`config.mk`:
```
export PLATFORM = sky130hd
export DESIGN_NAME = dxlate_check
export DESIGN_NICKNAME = d
export VERILOG_FILES = /design/src/rtl/dxlate_pkg.sv /design/src/rtl/dxlate_mode_sel.sv /design/src/rtl/dxlate_perm.sv /design/src/rtl/dxlate_pa_fix.sv /design/src/rtl/dxlate_check.sv
export SDC_FILE = /design/constraint.sdc
export NUM_CORES = 1
export LEC_CHECK = 0
export ABC_AREA = 0
export BUFFER_PORTS_ARGS = -buffer_cell sky130_fd_sc_hd__buf_4
export CAP_MARGIN = 10
export CORE_MARGIN = 4
export CORE_UTILIZATION = 44
export DETAILED_ROUTE_END_ITERATION = 16
export PLACE_DENSITY = 0.86
export SLEW_MARGIN = 30
export SYNTH_ARGS = -nofsm -noshare
export SYNTH_HDL_FRONTEND = slang
export SYNTH_SLANG_ARGS = --single-unit
```
`constraint.sdc`:
```
create_clock -name clk -period 5.45 [get_ports clk]
set_input_delay 0.8175 -clock clk [delete_from_list [all_inputs] [get_ports clk]]
set_output_delay 0.8175 -clock clk [all_outputs]
set_load 0.01 [all_outputs]
```
`src/rtl/dxlate_pkg.sv`:
```
package dxlate_pkg;

  typedef enum logic [2:0] {
    FLT_NONE      = 3'd0,
    FLT_ALIGN     = 3'd1,
    FLT_PAGE      = 3'd2,
    FLT_ACV       = 3'd3,
    FLT_MISS_WALK = 3'd4,
    FLT_MISS_NORM = 3'd5,
    FLT_MCHK      = 3'd6
  } fault_e;

  localparam int ST_W     = 6;
  localparam int ST_WR    = 0;
  localparam int ST_ACV   = 1;
  localparam int ST_BADVA = 2;
  localparam int ST_MISS  = 3;
  localparam int ST_FONR  = 4;
  localparam int ST_FONW  = 5;

  localparam int MODE_W    = 2;
  localparam int NUM_MODES = 1 << MODE_W;
  localparam logic [MODE_W-1:0] MODE_KERN = '0;

  typedef struct packed {
    logic rd_hit;
    logic wr_hit;
    logic rd_miss;
    logic wr_miss;
    logic rd_acv;
    logic wr_acv;
  } strobe_t;

endpackage

```
`src/rtl/dxlate_mode_sel.sv`:
```
module dxlate_mode_sel
  import dxlate_pkg::*;
(
  input  logic              priv_pc,
  input  logic              use_alt,
  input  logic [MODE_W-1:0] cur_mode,
  input  logic [MODE_W-1:0] alt_mode,
  output logic [MODE_W-1:0] eff_mode
);
  // Privileged code runs as kernel unless the access explicitly asks for
  // the alternate mode.
  always_comb begin
    if (priv_pc) eff_mode = use_alt ? alt_mode : MODE_KERN;
    else         eff_mode = cur_mode;
  end
endmodule

```
`src/rtl/dxlate_perm.sv`:
```
module dxlate_perm
  import dxlate_pkg::*;
(
  input  logic                 is_write,
  input  logic [MODE_W-1:0]    eff_mode,
  input  logic [NUM_MODES-1:0] rd_en,
  input  logic [NUM_MODES-1:0] wr_en,
  input  logic                 fonr,
  input  logic                 fonw,
  output logic                 viol,
  output logic [2:0]           flt,
  output logic [ST_W-1:0]      stat
);
  logic rd_ok, wr_ok;

  always_comb begin
    rd_ok = 1'b0;
    wr_ok = 1'b0;
    for (int m = 0; m < NUM_MODES; m++) begin
      if (eff_mode == MODE_W'(m)) begin
        rd_ok = rd_en[m];
        wr_ok = wr_en[m];
      end
    end
  end

  always_comb begin
    flt  = FLT_NONE;
    stat = '0;
    if (is_write) begin
      if (!wr_ok) begin
        flt           = FLT_PAGE;
        stat[ST_WR]   = 1'b1;
        stat[ST_ACV]  = 1'b1;
        stat[ST_FONW] = fonw;
      end else if (fonw) begin
        flt           = FLT_PAGE;
        stat[ST_WR]   = 1'b1;
        stat[ST_FONW] = 1'b1;
      end
    end else begin
      if (!rd_ok) begin
        flt           = FLT_ACV;
        stat[ST_ACV]  = 1'b1;
        stat[ST_FONR] = fonr;
      end else if (fonr) begin
        flt           = FLT_PAGE;
        stat[ST_FONR] = 1'b1;
      end
    end
    viol = (flt != FLT_NONE);
  end
endmodule

```
`src/rtl/dxlate_pa_fix.sv`:
```
module dxlate_pa_fix #(
  parameter int RAW_W  = 64,
  parameter int PA_W   = 44,
  parameter int CLR_HI = 42,
  parameter int CLR_LO = 35
) (
  input  logic [RAW_W-1:0] raw_pa,
  output logic             mchk,
  output logic [PA_W-1:0]  pa,
  output logic             uncached
);
  localparam int UC_BIT = PA_W - 1;
  localparam logic [PA_W-1:0] CLR_MASK =
    (PA_W'(1) << (CLR_HI + 1)) - (PA_W'(1) << CLR_LO);

  generate
    if (RAW_W > PA_W) begin : g_wide
      assign mchk = |raw_pa[RAW_W-1:PA_W];
    end else begin : g_narrow
      assign mchk = 1'b0;
    end
  endgenerate

  logic [PA_W-1:0] low_pa;
  assign low_pa = raw_pa[PA_W-1:0];

  always_comb begin
    uncached = low_pa[UC_BIT];
    pa       = uncached ? (low_pa & ~CLR_MASK) : low_pa;
  end
endmodule

```
`src/rtl/dxlate_check.sv`:
```
module dxlate_check
  import dxlate_pkg::*;
#(
  parameter int VA_W     = 64,
  parameter int PA_W     = 44,
  parameter int PPN_W    = 32,
  parameter int PAGE_SH  = 13,
  parameter int SZ_W     = 2,
  parameter int SIGN_BIT = 47,
  parameter int SP_HI    = 47,
  parameter int SP_LO    = 41,
  parameter int SP_TAG   = 'h7e,
  parameter int SPX_BIT  = 40,
  parameter int CLR_HI   = 42,
  parameter int CLR_LO   = 35
) (
  input  logic                 clk,
  input  logic                 rst,
  input  logic                 req_valid,
  input  logic [VA_W-1:0]      va,
  input  logic [SZ_W-1:0]      size_lg,
  input  logic                 is_write,
  input  logic                 phys_mode,
  input  logic                 use_alt,
  input  logic                 pt_walk,
  input  logic                 priv_pc,
  input  logic [MODE_W-1:0]    cur_mode,
  input  logic [MODE_W-1:0]    alt_mode,
  input  logic                 tlb_hit,
  input  logic [PPN_W-1:0]     tlb_ppn,
  input  logic [NUM_MODES-1:0] tlb_rd_en,
  input  logic [NUM_MODES-1:0] tlb_wr_en,
  input  logic                 tlb_fonr,
  input  logic                 tlb_fonw,
  output logic                 out_valid,
  output logic [PA_W-1:0]      out_pa,
  output logic                 out_uncached,
  output logic [2:0]           out_fault,
  output logic [ST_W-1:0]      out_stat,
  output logic                 cnt_rd_hit,
  output logic                 cnt_wr_hit,
  output logic                 cnt_rd_miss,
  output logic                 cnt_wr_miss,
  output logic                 cnt_rd_acv,
  output logic                 cnt_wr_acv
);
  localparam int ALN_W = (1 << SZ_W) - 1;
  localparam int SP_W  = SP_HI - SP_LO + 1;
  localparam logic [SP_W-1:0] SP_VAL = SP_W'(SP_TAG);

  // ---------------- decode of the address ----------------
  logic [ALN_W-1:0] aln_mask;
  logic             misalign, va_canon, in_sp;

  always_comb begin
    for (int i = 0; i < ALN_W; i++) aln_mask[i] = (i < int'(size_lg));
  end

  assign misalign = |(va[ALN_W-1:0] & aln_mask);
  assign va_canon = (&va[VA_W-1:SIGN_BIT]) | ~(|va[VA_W-1:SIGN_BIT]);
  assign in_sp    = (va[SP_HI:SP_LO] == SP_VAL);

  logic [VA_W-1:0] sp_raw, tlb_raw;

  always_comb begin
    sp_raw                = '0;
    sp_raw[SPX_BIT-1:0]   = va[SPX_BIT-1:0];
    sp_raw[PA_W-1:SPX_BIT] = {(PA_W-SPX_BIT){va[SPX_BIT]}};
    tlb_raw               = '0;
    tlb_raw[PAGE_SH-1:0]  = va[PAGE_SH-1:0];
    tlb_raw[PAGE_SH +: PPN_W] = tlb_ppn;
  end

  // ---------------- sub-blocks ----------------
  logic [MODE_W-1:0] eff_mode;

  dxlate_mode_sel u_mode (
    .priv_pc  (priv_pc),
    .use_alt  (use_alt),
    .cur_mode (cur_mode),
    .alt_mode (alt_mode),
    .eff_mode (eff_mode)
  );

  logic            perm_viol;
  logic [2:0]      perm_flt;
  logic [ST_W-1:0] perm_st;

  dxlate_perm u_perm (
    .is_write (is_write),
    .eff_mode (eff_mode),
    .rd_en    (tlb_rd_en),
    .wr_en    (tlb_wr_en),
    .fonr     (tlb_fonr),
    .fonw     (tlb_fonw),
    .viol     (perm_viol),
    .flt      (perm_flt),
    .stat     (perm_st)
  );

  logic [VA_W-1:0] raw_pa;
  logic            fix_mchk, fix_uc;
  logic [PA_W-1:0] fix_pa;

  dxlate_pa_fix #(
    .RAW_W  (VA_W),
    .PA_W   (PA_W),
    .CLR_HI (CLR_HI),
    .CLR_LO (CLR_LO)
  ) u_pafix (
    .raw_pa   (raw_pa),
    .mchk     (fix_mchk),
    .pa       (fix_pa),
    .uncached (fix_uc)
  );

  // ---------------- priority chain ----------------
  logic [2:0]      pre_flt;
  logic [ST_W-1:0] pre_st;
  logic            pa_live;
  strobe_t         nxt_strb;

  always_comb begin
    pre_flt  = FLT_NONE;
    pre_st   = '0;
    nxt_strb = '0;
    raw_pa   = va;
    pa_live  = 1'b0;
    if (misalign) begin
      pre_flt        = FLT_ALIGN;
      pre_st[ST_WR]  = is_write;
    end else if (phys_mode) begin
      pa_live = 1'b1;
    end else if (!va_canon) begin
      pre_flt          = FLT_PAGE;
      pre_st[ST_WR]    = is_write;
      pre_st[ST_ACV]   = 1'b1;
      pre_st[ST_BADVA] = 1'b1;
      nxt_strb.rd_acv  = !is_write;
      nxt_strb.wr_acv  = is_write;
    end else if (in_sp) begin
      // the superpage gate looks at the current mode, not the effective one
      if (cur_mode != MODE_KERN) begin
        pre_flt         = FLT_ACV;
        pre_st[ST_WR]   = is_write;
        pre_st[ST_ACV]  = 1'b1;
        nxt_strb.rd_acv = !is_write;
        nxt_strb.wr_acv = is_write;
      end else begin
        raw_pa  = sp_raw;
        pa_live = 1'b1;
      end
    end else if (!tlb_hit) begin
      pre_flt          = pt_walk ? FLT_MISS_WALK : FLT_MISS_NORM;
      pre_st[ST_WR]    = is_write;
      pre_st[ST_MISS]  = 1'b1;
      nxt_strb.rd_miss = !is_write;
      nxt_strb.wr_miss = is_write;
    end else begin
      raw_pa = tlb_raw;
      if (perm_viol) begin
        pre_flt         = perm_flt;
        pre_st          = perm_st;
        nxt_strb.rd_acv = !is_write;
        nxt_strb.wr_acv = is_write;
      end else begin
        nxt_strb.rd_hit = !is_write;
        nxt_strb.wr_hit = is_write;
        pa_live         = 1'b1;
      end
    end
  end

  logic [2:0]      nxt_flt;
  logic [PA_W-1:0] nxt_pa;
  logic            nxt_uc;

  always_comb begin
    nxt_flt = pre_flt;
    nxt_pa  = '0;
    nxt_uc  = 1'b0;
    if (pa_live) begin
      if (fix_mchk) begin
        nxt_flt = FLT_MCHK;
      end else begin
        nxt_pa = fix_pa;
        nxt_uc = fix_uc;
      end
    end
  end

  // ---------------- output register ----------------
  strobe_t strb_q;

  always_ff @(posedge clk) begin
    if (rst) begin
      out_valid    <= 1'b0;
      out_pa       <= '0;
      out_uncached <= 1'b0;
      out_fault    <= FLT_NONE;
      out_stat     <= '0;
      strb_q       <= '0;
    end else begin
      out_valid    <= req_valid;
      out_pa       <= req_valid ? nxt_pa  : '0;
      out_uncached <= req_valid && nxt_uc;
      out_fault    <= req_valid ? nxt_flt : FLT_NONE;
      out_stat     <= req_valid ? pre_st  : '0;
      strb_q       <= req_valid ? nxt_strb : '0;
    end
  end

  assign cnt_rd_hit  = strb_q.rd_hit;
  assign cnt_wr_hit  = strb_q.wr_hit;
  assign cnt_rd_miss = strb_q.rd_miss;
  assign cnt_wr_miss = strb_q.wr_miss;
  assign cnt_rd_acv  = strb_q.rd_acv;
  assign cnt_wr_acv  = strb_q.wr_acv;
endmodule

```
# --- Word level (Yosys, flattened, before mapping) ---
# Index checks and enable logic that the tools add are counted.
# Widths: inputs -> output; s select.
totals:
  register_bits: 61
  word_cells: 119
op_classes:
  magnitude_cmp: 3
  eq_ne: 4
  muxes: 73
  bitwise_logic: 7
  n_reduce_logical: 17
op_table:
  columns: ["op", "n"]
  rows:
  - ["$mux 64", 6]
  - ["$mux 44", 1]
  - ["$mux 3", 12]
  - ["$mux 6", 6]
  - ["$mux 1", 33]
  - ["$mux 2", 14]
  - ["$reduce_or 24->1", 1]
  - ["$reduce_or 23->1", 1]
  - ["$reduce_or 20->1", 1]
  - ["$reduce_or 9->1", 2]
  - ["$reduce_and 17->1", 1]
  - ["$reduce_or 17->1", 1]
  - ["$reduce_or 10->1", 1]
  - ["$reduce_or 8->1", 1]
  - ["$eq 7x7->1 const B", 1]
  - ["$reduce_or 6->1", 1]
  - ["$not 1->1", 5]
  - ["$eq 2x2->1 const B", 2]
  - ["$lt 1x2->1 const A", 2]
  - ["$mux 4", 1]
  - ["$and 3x3->3", 1]
  - ["$reduce_bool 3->1", 1]
  - ["$reduce_or 3->1", 1]
  - ["$eq 2x1->1 const B", 1]
  - ["7 further kinds", 7]

# --- Logic depth before layout (Yosys ltp) ---
depth:
  word_depth: 21
  mapped_depth: 8

# --- Hierarchy ---
# From an unflattened synthesis, not the netlist that was laid out.
hier_totals:
  hier_cells: 330
  area_unflattened_um2: 3183.1
modules_own_cells:
  columns: ["mod", "instances", "cells_each", "area_each_um2"]
  rows:
  - ["dxlate_check", 1, 249, 2570.0]
  - ["dxlate_pa_fix", 1, 52, 370.4]
  - ["dxlate_perm", 1, 23, 215.2]
  - ["dxlate_mode_sel", 1, 6, 27.5]

# --- Worst setup path after synthesis ---
# Ideal clock, no wire load.
synth_timing:
  path_kind: "input to register"
  startpoint: "input port va[58]"
  endpoint: "register out_pa[42]"
  setup_time_ns: 0.088
  arrival_time_ns: 2.335
  path_slack_ns: 3.027
  path_stages: 8
  n_path_buf: 2
  cell_sequence: "nor4_1 and4_1 mux2i_2 o21ba_1 a211o_1 buf_6 buf_6 nor4_2"
synth_between:
  elab_chain_len: 8
  elab_cells_between_ends: 15
synth_rtl:
  columns: ["element", "line", "source"]
  rows:
  - ["start: declaration", "dxlate_check.sv:20", "input logic [VA_W-1:0] va,"]
  - ["$reduce_or 17->1", "dxlate_check.sv:60", "assign va_canon = (&va[VA_W-1:SIGN_BIT]) | ~(|va[VA_W-1:SIGN_BIT]);"]
  - ["$not 1->1", "dxlate_check.sv:60", null]
  - ["$or 1x1->1", "dxlate_check.sv:60", null]
  - ["$mux 1", "dxlate_check.sv:134", "end else if (!va_canon) begin"]
  - ["$mux 1", "dxlate_check.sv:132", "end else if (phys_mode) begin"]
  - ["$mux 1", "dxlate_check.sv:129", "if (misalign) begin"]
  - ["$not 1->1 (no source line)", null, null]
  - ["$reduce_or 24->1 (no source line)", null, null]
  - ["end signal: assignment", "dxlate_check.sv:205", "out_pa <= req_valid ? nxt_pa : '0;"]
  - ["end: declaration", "dxlate_check.sv:36", "output logic [PA_W-1:0] out_pa,"]
# Parallel ways exist; a longest one is shown, timed or not.
# A chain may end at the register's enable or synchronous reset.

# --- Worst setup path after layout ---
layout_timing:
  startpoint: "input port va[0]"
  endpoint: "register out_pa[35]"
layout_between:
  elab_chain_len: 5
  elab_cells_between_ends: 6
layout_rtl:
  columns: ["element", "line", "source"]
  rows:
  - ["$and 3x3->3 (*)", "dxlate_check.sv:59", "assign misalign = |(va[ALN_W-1:0] & aln_mask);"]
  - ["$reduce_or 3->1 (*)", "dxlate_check.sv:59", null]
  - ["$mux 1", "dxlate_check.sv:129", null]
  - ["$not 1->1 (no source line)", null, null]
  - ["$reduce_or 24->1 (no source line)", null, null]
# Mark *: on every way between the ends. The rest lies on a longest branch, timed or not.

==> reports/qor.yml <==
yosysWarningCount: 0
ys_seq_area_share_pct: 47.7
cts_buffers: 9
finalWeightedCongestion: 0.925
min_to: "out_pa[8]"
cts_hold_buf: 0
die_h_um: 84.3
antenna_left: 0
hold_class: "input pin to flop"
crit_type: "input pin to flop"
cts_tree: "done"
p_per_area_nw_per_um2: 231
antenna_cells: 0
finalCritPeriodShare_pct: 48.7
synth_seq_cells: 61
first_global_vias: 2728
largest_reg_flops: 44
top_regs: "out_pa: 44 flops, out_stat: 6 flops, out_fault: 3 flops"
grtUsageTotal_pct: 22.4
sw_frac_of_total_pct: 22.6
viasPerCell: 5.25
grt_start_max_net_pins: 48
hold_viol: 0
coreArea_sq_um: 5570
synthTopCellsByArea: "dfxtp_1 (48%), mux2i_1 (11%), nor3_1 (7.8%)"
max-cap-violations: 0
peakVddDrop_v: 0.000150
p_seq_share_pct: 46.7
async_flop_share_pct: 0
static-leakage-power_nw: 1.87
min_period_ns: 2.65
fin_setup_tns_ns: 0
first_pass_iters: 4
syn_nets: 385
cts_buffer_depth: 2
wl_per_cell_um: 16.0
setup_violations: 0
overflow: 0
holdWs_ns: 0.721
grt_pass1_wl_um: 12700
final_cell_mix: "buf_4 (184), dfxtp_1 (61), nor3_1 (40), mux2i_1 (28), inv_1 (15)"
synth.avg_cell_area_sq_um: 9.70
synth_edf_count: 0
num_rows: 27
p_int_w: 0.000743
first_iter_violations: 184
areaGrowthSynthToFinish_pct: 62.3
dp.cells: 505
post_cts_buffers: 0
cts-resized-gates: 0
syn_area_sq_um: 2560
port_buffers: 181
final_common_cell: "buf_4"
chipWidth_um: 84.3
holdCritStartpoint: "va[8]"
post-route-drc-count: 0
cts_num_sinks: 61
crit_fanout: 47
root_buffer: "clkbuf_8"
arrival_ns: 2.88
io_pins: 182
whs_path_depth: 3
ys.flop_type: "dfxtp_1"
final_util_pct: 74.6
slew_headroom_pct: 49.1
start_kind: "input pin"
drv_slew: 0
status: "finished clean"
fillers: 428
worst_pin_slew_ns: 0.757
nNetsFinal: 565
instances_no_fill: 520
die-area_sq_um: 7110
top_register: "out_pa"
clk_pin_slew_worst_paths_ns: 0.06
vias: 2730
cp.required_ns: 5.68
dpl.hpwl_um: 6490
htree_levels: 3
synth_top_cell_by_area: "dfxtp_1"
wl_um: 8310
netlist.area_leader.share_pct: 47.7
combPwrFrac_pct: 12.9
netlist_instances: 264
p_switching_w: 0.000217
start_util_pct: 45.9
fmax_ghz: 0.377
synth_cell_types: 51
endpoint_kind: "flop"
layout-drive-gt1-share_pct: 47.3
p_clk_share_pct: 40.3
antenna_found_initial: 0
grt_setup_unrepaired: "false"
-- power by group through the flow --
| stage | Clock (W) | Sequential, W | Combinational (W) |
|---|---|---|---|
| after floorplan | 0 | 0.000460 | 0.0000390 |
| after global placement | 0 | 0.000459 | 0.000119 |
| after detailed placement | 0 | 0.000459 | 0.000123 |
| after CTS | 0.000395 | 0.000449 | 0.000124 |
| after global routing | 0.000420 | 0.000448 | 0.000134 |
| final | 0.000387 | 0.000449 | 0.000124 |
-- logic make-up after synthesis --
logic type | after synthesis | synth area share, %
AO/OA/AOI/OAI | 35 | 9.92
flip-flops | 61 | 47.7
AND/OR/NAND/NOR | 108 | 24.8
buffers and inverters | 30 | 5.72
multiplexers | 30 | 11.9
-- final cells by class --
cell class | instances | area [sq um] | area share (%)
clock buffer | 11 | 141 | 3.40
clock inverter | 4 | 48.8 | 1.17
inverter | 15 | 56.3 | 1.35
multi-input combinational | 173 | 1220 | 29.3
sequential | 61 | 1220 | 29.4
tap | 72 | 90.1 | 2.17
timing repair buffer | 184 | 1380 | 33.2
-- through the flow --
| step | total power [W] | setup slack (ns) | area [sq um] |
|---|---|---|---|
| after floorplan | 0.000499 | 3.03 | 2560 |
| after global routing | 0.00100 | 2.61 | 4160 |
| after global placement | 0.000578 | 2.58 | 3970 |
| final | 0.000960 | 2.80 | 4160 |
| after CTS | 0.000968 | 2.83 | 4160 |
| after detailed placement | 0.000582 | 2.49 | 3970 |
-- cells in the mapped netlist, types with 4 or more instances --
cell	count
dfxtp_1	61
nor3_1	40
mux2i_1	28
inv_1	15
nand2_1	13
nor2_1	11
buf_2	9
nor4_1	9
o21ai_0	6
a21oi_1	4
a32oi_1	4
nand4_1	4
nor4_2	4
-- routing by layer --
layer / part of all wire, % / routed length, um / global-route usage [%]
met1: 38 / 3130 / 24.1
met2: 52 / 4280 / 39.7
met3: 7.9 / 655 / 6.77
met4: 2.9 / 240 / 11.1
met5: 0 / 0 / 0
-- worst max-delay path by stage --
| stage | depth (start not counted) | slack (ns) | startpoint | endpoint |
|---|---|---|---|---|
| finish | 8 | 2.80 | va[0] | out_pa[35] |
| global route | 8 | 2.61 | va[2] | out_pa[41] |
| CTS | 8 | 2.83 | va[0] | out_pa[35] |
| detailed placement | 8 | 2.49 | va[0] | out_pa[35] |
| global placement | 7 | 2.58 | va[50] | out_pa[38] |
| floorplan | 8 | 3.03 | va[58] | out_pa[42] |
-- critical path, cell delays in order --
cell      delay [ns]
buf_4           0.12
o21a_1          0.21
a211oi_1        0.53
nand2_1         0.09
o21ai_0         0.32
o221ai_4        0.15
buf_4           0.31
nor4_1          0.32
(Power assumes the default switching activity.)
